--- src/rtl/sram_ctl_pkg.sv ---
package sram_ctl_pkg;

  typedef enum logic [2:0] {
    ST_IDLE    = 3'd0,
    ST_SETUP   = 3'd1,
    ST_RDWAIT  = 3'd2,
    ST_WRPULSE = 3'd3,
    ST_RELEASE = 3'd4
  } ctlState_e;

  // Strobes from control to datapath; RAM strobes are registered, the
  // last three are single-cycle event markers.
  typedef struct packed {
    logic ceN;
    logic oeN;
    logic weN;
    logic drive;
    logic load;
    logic capture;
    logic fin;
  } ctlStrb_t;

  function automatic int maxOf(input int a, input int b);
    return (a > b) ? a : b;
  endfunction

endpackage

--- src/rtl/sram_ctl_ctrl.sv ---
module sram_ctl_ctrl
  import sram_ctl_pkg::*;
#(
  parameter int T_AA   = 2,
  parameter int T_PWE  = 2,
  parameter int T_TURN = 1,
  parameter int T_SD   = 2,
  parameter int T_REL  = 1
) (
  input  logic     clk,
  input  logic     rstN,
  input  logic     req,
  input  logic     weReq,
  output ctlStrb_t strb,
  output logic     busy
);

  localparam int AA_EFF  = maxOf(T_AA, 1);
  localparam int REL_EFF = maxOf(T_REL, 1);
  localparam int PWE_EFF = maxOf(maxOf(T_PWE, T_TURN + T_SD), 1);
  localparam int CNT_MAX = maxOf(maxOf(AA_EFF, REL_EFF), PWE_EFF);
  localparam int CNT_W   = $clog2(CNT_MAX + 1);
  localparam logic [CNT_W-1:0] AA_LAST  = CNT_W'(AA_EFF - 1);
  localparam logic [CNT_W-1:0] PWE_LAST = CNT_W'(PWE_EFF - 1);
  localparam logic [CNT_W-1:0] REL_LAST = CNT_W'(REL_EFF - 1);
  localparam logic [CNT_W-1:0] TURN_C   = CNT_W'(T_TURN);

  ctlState_e        state, stateNxt;
  logic [CNT_W-1:0] phaseCnt, phaseCntNxt;
  logic             isWrite;
  logic             accept;
  logic             ceNQ, oeNQ, weNQ, driveQ;

  assign accept = req && (state == ST_IDLE);

  always_comb begin
    stateNxt    = state;
    phaseCntNxt = phaseCnt;
    case (state)
      ST_IDLE: begin
        phaseCntNxt = '0;
        if (accept) stateNxt = ST_SETUP;
      end
      ST_SETUP: begin
        phaseCntNxt = '0;
        stateNxt    = isWrite ? ST_WRPULSE : ST_RDWAIT;
      end
      ST_RDWAIT: begin
        if (phaseCnt == AA_LAST) begin
          stateNxt    = ST_RELEASE;
          phaseCntNxt = '0;
        end else begin
          phaseCntNxt = phaseCnt + 1'b1;
        end
      end
      ST_WRPULSE: begin
        if (phaseCnt == PWE_LAST) begin
          stateNxt    = ST_RELEASE;
          phaseCntNxt = '0;
        end else begin
          phaseCntNxt = phaseCnt + 1'b1;
        end
      end
      ST_RELEASE: begin
        if (phaseCnt == REL_LAST) begin
          stateNxt    = ST_IDLE;
          phaseCntNxt = '0;
        end else begin
          phaseCntNxt = phaseCnt + 1'b1;
        end
      end
      default: begin
        stateNxt    = ST_IDLE;
        phaseCntNxt = '0;
      end
    endcase
  end

  always_ff @(posedge clk or negedge rstN) begin
    if (!rstN) begin
      state    <= ST_IDLE;
      phaseCnt <= '0;
      isWrite  <= 1'b0;
      ceNQ     <= 1'b1;
      oeNQ     <= 1'b1;
      weNQ     <= 1'b1;
      driveQ   <= 1'b0;
    end else begin
      state    <= stateNxt;
      phaseCnt <= phaseCntNxt;
      if (accept) isWrite <= weReq;
      ceNQ   <= !((stateNxt == ST_SETUP) || (stateNxt == ST_RDWAIT) ||
                  (stateNxt == ST_WRPULSE));
      oeNQ   <= !(stateNxt == ST_RDWAIT);
      weNQ   <= !(stateNxt == ST_WRPULSE);
      driveQ <= (stateNxt == ST_WRPULSE) && (phaseCntNxt >= TURN_C);
    end
  end

  assign busy         = (state != ST_IDLE);
  assign strb.ceN     = ceNQ;
  assign strb.oeN     = oeNQ;
  assign strb.weN     = weNQ;
  assign strb.drive   = driveQ;
  assign strb.load    = accept;
  assign strb.capture = (state == ST_RDWAIT) && (phaseCnt == AA_LAST);
  assign strb.fin     = (state == ST_RELEASE) && (phaseCnt == REL_LAST);

  // Independent run-length counters used only by the checks below.
  logic [CNT_W:0] weLowRun, oeLowRun;
  always_ff @(posedge clk or negedge rstN) begin
    if (!rstN) begin
      weLowRun <= '0;
      oeLowRun <= '0;
    end else begin
      weLowRun <= weNQ ? '0 : weLowRun + 1'b1;
      oeLowRun <= oeNQ ? '0 : oeLowRun + 1'b1;
    end
  end

  AST_WE_WIDTH: assert property (@(posedge clk) disable iff (!rstN)
    $rose(weNQ) |-> (weLowRun == (CNT_W+1)'(PWE_EFF))) else $error("we_n width");
  AST_OE_WIDTH: assert property (@(posedge clk) disable iff (!rstN)
    $rose(oeNQ) |-> (oeLowRun == (CNT_W+1)'(AA_EFF))) else $error("oe_n width");
  AST_DRIVE_TURN: assert property (@(posedge clk) disable iff (!rstN)
    driveQ |-> (!weNQ && (weLowRun >= (CNT_W+1)'(T_TURN)))) else $error("early drive");
  AST_IDLE_QUIET: assert property (@(posedge clk) disable iff (!rstN)
    !busy |-> (ceNQ && oeNQ && weNQ && !driveQ)) else $error("strobe while idle");
  AST_OE_WE_EXCL: assert property (@(posedge clk) disable iff (!rstN)
    !(!oeNQ && !weNQ)) else $error("oe and we both low");

endmodule

--- src/rtl/sram_ctl_dp.sv ---
module sram_ctl_dp
  import sram_ctl_pkg::*;
#(
  parameter int ADDR_W = 17,
  parameter int DATA_W = 8
) (
  input  logic              clk,
  input  logic              rstN,
  input  ctlStrb_t          strb,
  input  logic [ADDR_W-1:0] addrIn,
  input  logic [DATA_W-1:0] wdataIn,
  input  logic [DATA_W-1:0] dqIn,
  output logic [ADDR_W-1:0] ramAddr,
  output logic [DATA_W-1:0] dqOut,
  output logic              dqOe,
  output logic [DATA_W-1:0] rdataOut,
  output logic              doneOut
);

  logic [ADDR_W-1:0] addrQ;
  logic [DATA_W-1:0] wdataQ;
  logic [DATA_W-1:0] rdataQ;
  logic              doneQ;

  always_ff @(posedge clk or negedge rstN) begin
    if (!rstN) begin
      addrQ  <= '0;
      wdataQ <= '0;
      rdataQ <= '0;
      doneQ  <= 1'b0;
    end else begin
      if (strb.load) begin
        addrQ  <= addrIn;
        wdataQ <= wdataIn;
      end
      if (strb.capture) rdataQ <= dqIn;
      doneQ <= strb.fin;
    end
  end

  assign ramAddr  = addrQ;
  assign dqOut    = wdataQ;
  assign dqOe     = strb.drive;
  assign rdataOut = rdataQ;
  assign doneOut  = doneQ;

  AST_NO_BUS_FIGHT: assert property (@(posedge clk) disable iff (!rstN)
    dqOe |-> strb.oeN) else $error("driver on while oe low");
  AST_WE_IN_CE: assert property (@(posedge clk) disable iff (!rstN)
    !strb.weN |-> !strb.ceN) else $error("we low outside ce");
  AST_ADDR_STABLE: assert property (@(posedge clk) disable iff (!rstN)
    (!strb.ceN && $past(!strb.ceN)) |-> $stable(ramAddr)) else $error("addr moved");
  AST_DONE_PULSE: assert property (@(posedge clk) disable iff (!rstN)
    doneOut |=> !doneOut) else $error("done too long");
  AST_RDATA_HOLD: assert property (@(posedge clk) disable iff (!rstN)
    !$past(strb.capture) |-> $stable(rdataOut)) else $error("rdata moved");

endmodule

--- src/rtl/sram_ctl.sv ---
module sram_ctl
  import sram_ctl_pkg::*;
#(
  parameter int ADDR_W = 17,
  parameter int DATA_W = 8,
  parameter int T_AA   = 2,
  parameter int T_PWE  = 2,
  parameter int T_TURN = 1,
  parameter int T_SD   = 2,
  parameter int T_REL  = 1
) (
  input  logic              clk,
  input  logic              rst_n,
  input  logic              req,
  input  logic              we_req,
  input  logic [ADDR_W-1:0] addr,
  input  logic [DATA_W-1:0] wdata,
  output logic [DATA_W-1:0] rdata,
  output logic              done,
  output logic              busy,
  output logic              ce_n,
  output logic              oe_n,
  output logic              we_n,
  output logic [ADDR_W-1:0] sram_addr,
  output logic [DATA_W-1:0] dq_out,
  output logic              dq_oe,
  input  logic [DATA_W-1:0] dq_in
);

  ctlStrb_t strb;

  sram_ctl_ctrl #(
    .T_AA(T_AA), .T_PWE(T_PWE), .T_TURN(T_TURN), .T_SD(T_SD), .T_REL(T_REL)
  ) u_ctrl (
    .clk(clk), .rstN(rst_n), .req(req), .weReq(we_req),
    .strb(strb), .busy(busy)
  );

  sram_ctl_dp #(.ADDR_W(ADDR_W), .DATA_W(DATA_W)) u_dp (
    .clk(clk), .rstN(rst_n), .strb(strb),
    .addrIn(addr), .wdataIn(wdata), .dqIn(dq_in),
    .ramAddr(sram_addr), .dqOut(dq_out), .dqOe(dq_oe),
    .rdataOut(rdata), .doneOut(done)
  );

  assign ce_n = strb.ceN;
  assign oe_n = strb.oeN;
  assign we_n = strb.weN;

endmodule

--- config.mk ---
export PLATFORM = sky130hd
export DESIGN_NAME = sram_ctl
export DESIGN_NICKNAME = d
export VERILOG_FILES = /design/src/rtl/sram_ctl_pkg.sv /design/src/rtl/sram_ctl_ctrl.sv /design/src/rtl/sram_ctl_dp.sv /design/src/rtl/sram_ctl.sv
export SDC_FILE = /design/constraint.sdc
export NUM_CORES = 1
export LEC_CHECK = 0
export BUFFER_PORTS_ARGS = -buffer_cell sky130_fd_sc_hd__buf_2
export CORE_MARGIN = 2
export CORE_UTILIZATION = 52
export DETAILED_ROUTE_END_ITERATION = 6
export PLACE_DENSITY = 0.85
export SLEW_MARGIN = 20
export SYNTH_ARGS = -nofsm -noshare
export SYNTH_HDL_FRONTEND = slang
export SYNTH_SLANG_ARGS = --single-unit
--- constraint.sdc ---
create_clock -name clk -period 3.4 [get_ports clk]
set_input_delay 0.17 -clock clk [delete_from_list [all_inputs] [get_ports clk]]
set_output_delay 0.17 -clock clk [all_outputs]
set_load 0.02 [all_outputs]
# After elaboration in Yosys (flattened, before gate mapping)
# Cells that the tools add are included.
classes:
  add_sub_neg: 1
  magnitude_cmp: 1
  n_eq_ne: 9
  reduce_logical: 12
  mux: 10
ops:
  columns: ["cell", "count"]
  rows:
  - ["$pmux 3 s5", 1]
  - ["$eq 3x2->1 const B", 4]
  - ["$mux 3", 4]
  - ["$eq 3x1->1 const B", 2]
  - ["$mux 2", 3]
  - ["$pmux 2 s3", 1]
  - ["$logic_and 1x1->1", 4]
  - ["$eq 3x3->1 const B", 1]
  - ["$logic_not 1->1", 3]
  - ["$logic_not 3->1", 1]
  - ["$reduce_bool 3->1", 1]
  - ["$add 2x1->2 const B", 1]
  - ["$eq 2x1->1 const B", 1]
  - ["$eq 2x2->1 const B", 1]
  - ["$ge 2x1->1 const B", 1]
  - ["$logic_not 2->1", 1]
  - ["$logic_or 1x1->1", 2]
  - ["$mux 1", 1]
totals:
  reg_bits: 44
  out_inout_bits: 39
  word_cells: 44
  inputBits: 37

# Depth between registers and ports, before layout
logic_depth:
  ltp_word: 8
  ltp_mapped: 5
  depth_no_buf: 5

# Hierarchy
# Synthesis repeated with hierarchy kept, for this count alone.
hier_totals:
  cells_unflattened: 127
  hier_area_um2: 1975.6
modules_own_cells:
  columns: ["module", "area_each_um2", "instances", "cells_each", "seq_area_each_um2"]
  rows:
  - ["sram_ctl_dp", 1361.3, 1, 72, 850.8]
  - ["sram_ctl_ctrl", 614.3, 1, 55, 254.0]

# Least setup slack after synthesis
# Ideal clock, no wire load.
synth_timing:
  kind: "register to register"
  from: "register u_ctrl.state[0]"
  to: "register u_ctrl.isWrite"
  n_path_buf: 1
  period_less_slack_ns: 1.625
  required_ns: 3.275
  path_slack_ns: 1.775
  setup_time_ns: 0.125
  stages_incl_launch_ff: 5
  arrival_time_ns: 1.500
  cell_sequence: "dfrtp_1 -> or3_4 -> nor2_8 -> buf_12 -> mux2_4"
synth_via:
  elab_chain_len: 2
synth_lines:
  columns: ["element", "line_no", "rtl"]
  rows:
  - ["start, declared", "sram_ctl_ctrl.sv:28", "ctlState_e state, stateNxt;"]
  - ["start signal, assigned", "sram_ctl_ctrl.sv:89", "state <= stateNxt;"]
  - ["$logic_not 3->1", "sram_ctl_ctrl.sv:34", "assign accept = req && (state == ST_IDLE);"]
  - ["$logic_and 1x1->1", "sram_ctl_ctrl.sv:34", null]
  - ["end signal, assigned", "sram_ctl_ctrl.sv:91", "if (accept) isWrite <= weReq;"]
  - ["end, declared", "sram_ctl_ctrl.sv:30", "logic isWrite;"]
# No other way between the ends.
# A chain may end at the register's enable or synchronous reset.

# Worst setup path after layout
layout_timing:
  from: "register u_ctrl.state[0]"
  to: "register u_dp.addrQ[6] (netlist: u_dp.ramAddr[6])"
layout_via:
  elab_chain_len: 2
layout_lines:
  columns: ["element", "line_no", "rtl"]
  rows:
  - ["$logic_not 3->1", "sram_ctl_ctrl.sv:34", null]
  - ["$logic_and 1x1->1", "sram_ctl_ctrl.sv:34", null]
  - ["end signal, assigned", "sram_ctl_dp.sv:33", "addrQ <= addrIn;"]
  - ["end, declared", "sram_ctl_dp.sv:20", "logic [ADDR_W-1:0] addrQ;"]
# No other way between the ends.

==> tab_implementation.tex <==
\begin{tabular}{lr}
\hline
Metric & Value \\
\hline
\multicolumn{2}{l}{\textbf{Timing}} \\
\quad Slew Limit Fails & 0 \\
\quad Final number of hold-violating endpoints & 0 \\
\quad Minimum hold slack & 0.00855 ns \\
\quad Clock Skews & 0.00397 ns \\
\quad Highest clock rate & 0.497 GHz \\
\quad Slew headroom & 37.6\% \\
\quad Unrepaired setup endpoints after global routing & no \\
\quad Crit share post-route & 59.2\% \\
\quad Slew @ Worst Pin & 0.936 ns \\
\quad Clock period minus worst slack & 2.01 ns \\
\quad Final setup violating endpoints & 0 \\
\quad Total negative slack & 0 ns \\
\multicolumn{2}{l}{\textbf{Clock tree}} \\
\quad Clock-pin slew on the worst setup and hold paths & 0.08 ns \\
\quad CTS-repair resized insts & 0 \\
\quad Clock insertion delay at the later pin of the skew report & 0.30 ns \\
\quad Number of sinks on the clock net & 44 \\
\quad Clock Tree Buf Depth & 2 \\
\quad H-tree depth & 2 \\
\quad CTS tree & done \\
\quad Setup Buffers After CTS & 0 \\
\quad Number of buffers inserted during clock tree synthesis & 5 \\
\quad Number of hold buffers added after CTS & 0 \\
\quad Clk Tree Root Cell & clkbuf\_8 \\
\multicolumn{2}{l}{\textbf{Routing}} \\
\quad Final wirelength & 3.68 mm \\
\quad Via density per instance & 5.02 \\
\quad Number of iterations in the first detailed-routing pass & 2 \\
\quad DRC errors left & 0 \\
\quad Total number of vias & 1266 \\
\quad Iteration-0 DRC Markers & 102 \\
\quad Post-route ant nets & 0 \\
\quad WL/cell & 14.6 µm \\
\multicolumn{2}{l}{\textbf{Place}} \\
\quad Quantity of I/O buffers inserted on ports & 75 \\
\quad Instance area at placement & 0.00233 mm² \\
\quad Final weighted congestion in routability-driven placement & 0.774 \\
\quad Detail Placement HPWL & 2.57 mm \\
\quad Placed insts & 244 \\
\multicolumn{2}{l}{\textbf{GRT}} \\
\quad Overall routing resource usage & 18.7\% \\
\quad Vias in the first global route & 1229 \\
\quad Total grt overflow & 0 \\
\quad Global-route wire length before repair & 5.93 mm \\
\quad Maximum number of pins on one net before global-route repair & 45 \\
\quad Initial antenna violation count & 0 \\
\multicolumn{2}{l}{\textbf{Worst setup path}} \\
\quad Setup slack, reg-to-reg & 1.39 ns \\
\quad Depth of the worst register-to-register path & 3 \\
\quad CP Max Fanout & 26 \\
\quad CP Launch Type & flop \\
\quad Sort of element at the end of the critical path & flop \\
\quad Type of the worst setup path & reg -> reg \\
\quad Required time of the critical path & 3.58 ns \\
\quad Data arrival time of the critical path & 2.20 ns \\
\multicolumn{2}{l}{\textbf{Pwr}} \\
\quad Post-layout power & 2620 µW \\
\quad Leakage power & 0.00123 µW \\
\quad PwrDens & 1070 mW/mm² \\
\quad Worst-case vdd ir drop & 0.553 mV \\
\multicolumn{2}{l}{\textbf{Finish}} \\
\quad Antenna Cells & 0 \\
\quad Most common cell after layout, fill and taps aside & buf\_2 \\
\quad Highest-count cells in the layout ignoring fill and taps & buf\_2, dfrtp\_1, mux2\_4, mux2\_2, clkbuf\_8 \\
\quad Fraction of final layout cells with drive strength greater than 1 & 60.8\% \\
\quad Post-Layout Inst Area & 0.00245 mm² \\
\quad Nets & 246 \\
\quad Area growth from synthesis to layout & 26.0\% \\
\quad Filler-free cell count of the finished design & 252 \\
\multicolumn{2}{l}{\textbf{Min path}} \\
\quad Kind of path behind the tightest hold check & in -> async \\
\multicolumn{2}{l}{\textbf{Floorplanning}} \\
\quad Number of top-level design ports & 76 \\
\quad Initial standard-cell utilization of the core & 53.6\% \\
\quad X dimension of the die & 65.2 µm \\
\quad Core area & 0.00363 mm² \\
\quad Rows & 22 \\
\quad DIE AREA & 0.00425 mm² \\
\quad Die Height & 65.2 µm \\
\multicolumn{2}{l}{\textbf{Synthesis}} \\
\quad Synthesized flop and latch total & 44 \\
\quad Synth top area share & 52.7\% \\
\quad Yosys top cell by area & dfrtp\_1 \\
\quad Top post-synthesis cells by area & dfrtp\_1, mux2\_4, mux2\_2, dfstp\_2, ha\_1 \\
\quad Synth Area per Inst & 15.5 µm² \\
\quad Total number of yosys warnings & 0 \\
\quad Net count after synthesis & 169 \\
\quad Synthesized cell area & 0.00195 mm² \\
\quad Number of standard cells after synthesis & 126 \\
\quad Number of distinct library cells after synthesis & 27 \\
\quad Register area share after synthesis & 56.7\% \\
\multicolumn{2}{l}{\textbf{Flow run}} \\
\quad Maxcap violations & 0 \\
\multicolumn{2}{l}{\textbf{Outcome}} \\
\quad Status & complete, no violations \\
\hline
\end{tabular}
==> through the flow <==
stage / setup WS, ns / utilization [%]
2_1_floorplan: 1.77 / -
3_3_place_gp: 1.45 / 64.1
3_5_place_dp: 1.41 / 64.1
4_1_cts: 1.38 / 67.6
5_1_grt: 1.31 / 67.6
6_report: 1.39 / 67.6
==> per-layer routing <==
layer | share of wire, % | up-vias | GRT usage, %
met5 | 0 | - | 0
met4 | 1.7 | 0 | 7.81
met2 | 53 | 37 | 30.6
li1 | - | 593 | -
met1 | 41 | 628 | 23.5
met3 | 5.1 | 8 | 4.97
==> synth_stat cells (all sizes together) <==
cell type	n
a211o	1
a211oi	2
a21oi	2
and3	1
buf	5
dfrtp	41
dfstp	3
ha	6
inv	3
mux2	34
mux2i	2
nand2	2
nand2b	2
nand3	2
nor2	4
nor2b	5
nor3	2
nor3b	3
o21ai	3
o21bai	1
o22ai	1
or3	1
==> state kept, by name (all words and copies together) (netlist names), 2 cells and up <==
| name | cells |
|---|---|
| u_dp.dqOut | 8 |
| u_dp.rdataOut | 8 |
| u_ctrl.phaseCnt | 2 |
| u_dp.ramAddr | 17 |
| u_ctrl.state | 3 |
==> path summary, 6_finish.rpt <==
| kind | from | to |
|---|---|---|
| max reg2reg | u_ctrl.state[0] | u_dp.ramAddr[6] |
| min reg2reg | u_dp.rdataOut[1] | u_dp.rdataOut[1] |
| min | rst_n | u_dp.dqOut[6] |
| max in group asynchronous | rst_n | u_dp.ramAddr[7] |
| max | u_ctrl.state[0] | u_dp.ramAddr[6] |
| min in group clk | dq_in[0] | u_dp.rdataOut[0] |
==> cell families after synthesis <==
family | synth area share, %
DFF | 56.7
muxes | 24.5
and+or+nand+nor | 8.29
AOI/OAI and AO/OA | 3.21
buffers and inverters | 3.40
adders and majority gates | 3.85
==> where the power goes <==
| part | switching, µW | internal (µW) |
|---|---|---|
| Clock | 168 | 259 |
| Combinational | 639 | 582 |
| Sequential | 181 | 792 |
==> worst max-delay path, stage by stage (launching register included) <==
cell	delay, ns
dfrtp_1	0.56
or3_4	0.48
nor2_8	0.46
mux2_2	0.40
==> cell type report <==
type                            instances  area [µm²]
Fill cell                             283        1180
Multi-Input combinational cell         74         777
Timing Repair Buffer                   75         375
Clock inverter                          1        30.0
Sequential cell                        44        1100
Inverter                                3        11.3
Tap cell                               48        60.1
Clock buffer                            7        96.3
Note: power is estimated with default switching activity, not from simulation.
